### config.mk
export PLATFORM = sky130hd
export DESIGN_NAME = bad_block_scanner
export DESIGN_NICKNAME = d
export VERILOG_FILES = /design/src/rtl/bad_block_scanner.sv
export SDC_FILE = /design/constraint.sdc
export NUM_CORES = 2
export LEC_CHECK = 0
export CAP_MARGIN = 15
export CORE_UTILIZATION = 63
export CTS_BUF_LIST = sky130_fd_sc_hd__clkbuf_4
export CTS_CLUSTER_SIZE = 12
export DETAILED_ROUTE_END_ITERATION = 12
export DONT_BUFFER_PORTS = 1
export MAX_ROUTING_LAYER = met4
export PLACE_DENSITY = 0.79
export SYNTH_ARGS = -nofsm -noshare
export SYNTH_HDL_FRONTEND = slang
export SYNTH_SLANG_ARGS = --single-unit
### constraint.sdc
create_clock -name clk -period 7.61 [get_ports clk]
set_clock_uncertainty 0.15 [all_clocks]
set_input_delay 1.522 -clock clk [delete_from_list [all_inputs] [get_ports clk]]
set_output_delay 1.522 -clock clk [all_outputs]
set_load 0.02 [all_outputs]
### src/rtl/bad_block_scanner.sv
module bad_block_scanner #(
  parameter int NUM_BLOCKS = 2048,
  parameter int PAGES      = 32,
  parameter int MARK_COL   = 5,
  parameter int BAD_LIMIT  = 35,
  localparam int BLK_W = $clog2(NUM_BLOCKS),
  localparam int PG_W  = $clog2(PAGES),
  localparam int ROW_W = BLK_W + PG_W
) (
  input  logic             clk,
  input  logic             rst_n,
  input  logic             start,
  output logic             rd_req,
  output logic [ROW_W-1:0] rd_row,
  output logic [3:0]       rd_spare_col,
  input  logic             rd_ack,
  input  logic [7:0]       rd_data,
  input  logic [BLK_W-1:0] tbl_addr,
  output logic             tbl_bad,
  output logic             done,
  output logic [BLK_W-1:0] bad_count,
  output logic             anomaly
);
  logic                  busy;
  logic                  page;
  logic [BLK_W-1:0]      blk;
  logic [NUM_BLOCKS-1:0] bad_map;

  wire marker_bad = rd_data != 8'hFF;
  wire last_blk   = blk == BLK_W'(NUM_BLOCKS - 1);

  assign rd_req       = busy;
  assign rd_row       = {blk, {(PG_W-1){1'b0}}, page};
  assign rd_spare_col = 4'(MARK_COL);
  assign tbl_bad      = bad_map[tbl_addr];
  assign anomaly      = bad_count > BLK_W'(BAD_LIMIT);

  always_ff @(posedge clk) begin
    if (!rst_n) begin
      busy      <= 1'b0;
      done      <= 1'b0;
      page      <= 1'b0;
      blk       <= '0;
      bad_count <= '0;
      bad_map   <= '0;
    end else if (start && !busy) begin
      busy      <= 1'b1;
      done      <= 1'b0;
      page      <= 1'b0;
      blk       <= BLK_W'(1);
      bad_count <= '0;
      bad_map   <= '0;
    end else if (busy && rd_ack) begin
      if (marker_bad) begin
        bad_map[blk] <= 1'b1;
        if (bad_count != '1) bad_count <= bad_count + 1'b1;
      end
      if (marker_bad || page) begin
        page <= 1'b0;
        if (last_blk) begin
          busy <= 1'b0;
          done <= 1'b1;
        end else begin
          blk <= blk + 1'b1;
        end
      end else begin
        page <= 1'b1;
      end
    end
  end
endmodule

==> results.txt <==
----------------------------------------------------
[Worst setup path]
  Arrival time of the worst setup path ... 5.75 ns
  Worst setup path category ... in2out
  CP Max Fanout ... 69
  Category of the worst setup path capture point ... primary output
  Longest individual stage delay on the worst path ... 0.78 ns
  Cell type with the highest occurrence count on the critical path ... buf_16
  Worst-path cell with the longest stage delay ... or4_1
  Kind of start point of the critical path ... input pin
  Cell-by-cell trace of the critical path ... buf_16, buf_16, buf_16, mux4_2, a22oi_1, nand4_1, o2111ai_1, a21oi_1, nand2_1, nor4_1, or4_1
  Data required time at the worst endpoint ... 5.94 ns

[Route]
  DRT iter0 DRCs ... 10200
  Number of vias per cell after detailed routing ... 6.54
  Detailed Routing Iterations Pass 1 ... 7
  Count of unresolved DRC violations after routing ... 0
  Antenna viol nets, final ... 0
  Number of vias after detailed routing ... 68600
  Routed len/inst ... 24.3 um
  Total Wirelength ... 255000 um

[Pwr]
  Power density cells ... 238 nW/um2
  Total leakage power ... 31.2 nW
  VDD IR max ... 0.000189 V

[Logic synthesis]
  Simple-Gate Fraction of Synth Area ... 12.3%
  Syn Std Cell Area ... 80300 um2
  Cell type contributing the most total cell area after synthesis ... dfxtp_1
  Seq cells post-synth ... 2073
  Share of cell area taken by muxes after synthesis ... 15.0%
  Share of the synthesized area in the top cell type ... 51.7%
  Dominant combinational cell family by area after synthesis ... compound AO/OA/AOI/OAI gates
  Top FF cell, synth ... dfxtp_1
  Async set-reset flop share out of synthesis ... 0%
  Synthesis Warnings ... 0
  Number of flops mapped to enable cells by yosys ... 0
  Sequential element share of the synthesized area ... 51.7%
  Compound-cell area share of the yosys netlist ... 16.2%
  Area contributors post-synth ... dfxtp_1, a21oi_1, mux4_2, nor2_1, mux2i_1
  Number of distinct library cells after synthesis ... 67
  Avg Inst Size Synth ... 9.33 um2
  XOR/XNOR share of the synthesized area ... 0.164%
  Area share of fa/ha/maj cells after synthesis ... 0.0779%
  Post-Synthesis Cells ... 8607

[STA]
  Worst Tran Pin Value ... 1.39 ns
  Unrepaired setup endpoints after global routing ... no
  Final setup fails ... 0
  Final hold violation count ... 0
  Number of pins with negative max-slew slack in the final report ... 0
  Setup TNS ... 0 ns
  Final critical-path share of the clock period ... 97.5%
  Worst rel slew slack ... 7.11%
  Upper clock frequency limit ... 135 MHz
  Final worst path period need ... 7.42 ns

[Placed design]
  Weighted congestion at the end of routability-driven global placement ... 0.935
  Post-DP HPWL ... 137000 um
  Count of input and output buffers ... 0
  Post-placement cell count ... 9572

[Clock tree]
  Clock buffer count from CTS ... 532
  Clock-pin slew reported for the worst setup and hold paths after clock tree synthesis ... 0.06 ns
  Max Buffers Root-to-Sink ... 4
  CTS Hold Buffers Added ... 0
  Number of clock sinks ... 2073
  Cells resized by post-CTS repair ... 0
  Deepest level of the CTS H-tree ... 6
  CTS Root Buffer Type ... clkbuf_4
  Clock tree from TritonCTS ... built
  Clock Latency Late Sink ... 1.29 ns
  Post-CTS Repair Setup Buffers ... 0

[Floorplanning]
  Site Rows ... 130
  Die H ... 359 um
  I/O pins ... 58
  Core Region ... 126000 um2
  DIE AREA ... 129000 um2
  Die width ... 359 um
  Starting density of the core ... 63.7%

[Global routing]
  Vias in the first global route ... 64600
  First-pass GRT wire length ... 379000 um
  Global-route congestion overflow total ... 0
  Maximum number of pins on one net before global-route repair ... 658
  Number of antenna violations at the first check in global routing ... 8
  Global-route usage over all layers ... 39.0%

[Final layout]
  Share of final-layout standard cells stronger than drive strength 1 ... 16.7%
  Area growth from synthesis to layout ... 9.59%
  Final std cells w/o fill ... 10500
  Layout net count ... 8532

[Job]
  MaxCap Viol Count ... 0

[Min path]
  Path type of the worst min-delay path ... in2reg

[Run status]
  Status ... finished, final reports clean

----------------------------------------------------
cell usage after synthesis, types with 4 or more instances:
master / n
a2111oi_0: 14
a211o_1: 4
a211oi_1: 7
a21oi_1: 2127
a22oi_1: 27
a31oi_1: 5
and2_1: 5
and3_1: 11
buf_1: 44
buf_2: 39
buf_4: 52
buf_6: 33
clkbuf_1: 668
dfxtp_1: 2073
ha_1: 5
inv_1: 5
mux2_2: 8
mux2i_1: 303
mux4_1: 4
mux4_2: 390
nand2_1: 89
nand2b_1: 4
nand3_1: 42
nand3b_1: 9
nand4_1: 16
nor2_1: 2216
nor2b_1: 6
nor3_1: 58
nor4_1: 27
o21ai_0: 58
o221ai_1: 120
o22a_1: 4
o22ai_1: 58
or3_1: 12
or4_1: 5
xnor2_1: 4
xor2_1: 11
through the flow:
| step | hold WS [ns] | worst slack (ns) | power (mW) | instance area (um2) | util [%] |
|---|---|---|---|---|---|
| CTS | 0.186 | 0.979 | 20.8 | 87100 | 69.1 |
| floorplan | 0.278 | 1.72 | 11.7 | 80400 | - |
| global placement | 0.289 | 0.964 | 11.7 | 80600 | 64.0 |
| global route | 0.220 | 0.00659 | 21.6 | 88000 | 69.8 |
| finish | 0.249 | 0.187 | 21.0 | 88000 | 69.8 |
| detailed placement | 0.298 | 0.980 | 11.7 | 80700 | 64.0 |
registers in the layout, indices dropped and copies added (netlist names):
signal and cells:
done 1, page 1, rd_req 1, bad_map 2048
bad_count 11, blk 11
routing by layer:
metal	global-route usage (%)	part of all wire [%]	vias to the layer above
li1	-	-	30100
met1	47.9	36	32500
met2	58.1	44	4780
met3	9.79	13	1170
met4	23.6	6.6	0
met5	-	0	-
logic make-up (layout without fill, tap and decap cells):
kind of cell / after synthesis / after routing
compound gates: 2448 / 2448
xor+xnor: 15 / 15
fa+ha+maj: 5 / 5
buf+inv: 846 / 1055
flops: 2073 / 2073
mux: 705 / 705
other cells: 2 / 26
simple gates: 2513 / 2513
power breakdown:
part	total, mW	leakage [nW]	internal [mW]	switching (mW)
Clock	9.35	3.81	4.97	4.38
Sequential	10.9	16.7	10.8	0.00485
Combinational	0.760	10.7	0.210	0.551
area by class of cell:
cell class,instances,area [um2]
flip-flops and latches,2073,41500
fillers,9157,38000
multi-input cells,5694,35600
clock buffers,742,5570
repair buffers,196,2440
well taps,1650,2060
clock inverters,110,816
diodes,18,45.0
inverters,7,33.8
placed cells by master, fill, tap and decap left out, drive strengths merged, types with 60 or more instances in the layout:
cell type / count
nor2: 2216
a21oi: 2127
dfxtp: 2073
clkbuf: 747
mux4: 394
mux2i: 303
buf: 191
o221ai: 120
nand2: 89
clkinv: 88
o21ai: 60
worst paths after layout:
check | from | endpoint | slack [ns] | cells past startpoint
hold reg to reg | bad_map[1246] | bad_map[1246] | 0.31 | 2
setup / recovery | tbl_addr[0] | tbl_bad | 0.19 | 11
setup reg to reg | rd_req | bad_map[1441] | 3.46 | 7
hold / removal | rst_n | rd_req | 0.25 | 1
worst max-delay path, delay by kind of cell:
| kind | cells | cell delay, ns |
|---|---|---|
| AOI/OAI and AO/OA | 3 | 0.73 |
| and+or+nand+nor | 4 | 1.47 |
| muxes | 1 | 0.57 |
| buffers and inverters | 3 | 1.30 |
(Power assumes the default switching activity.)
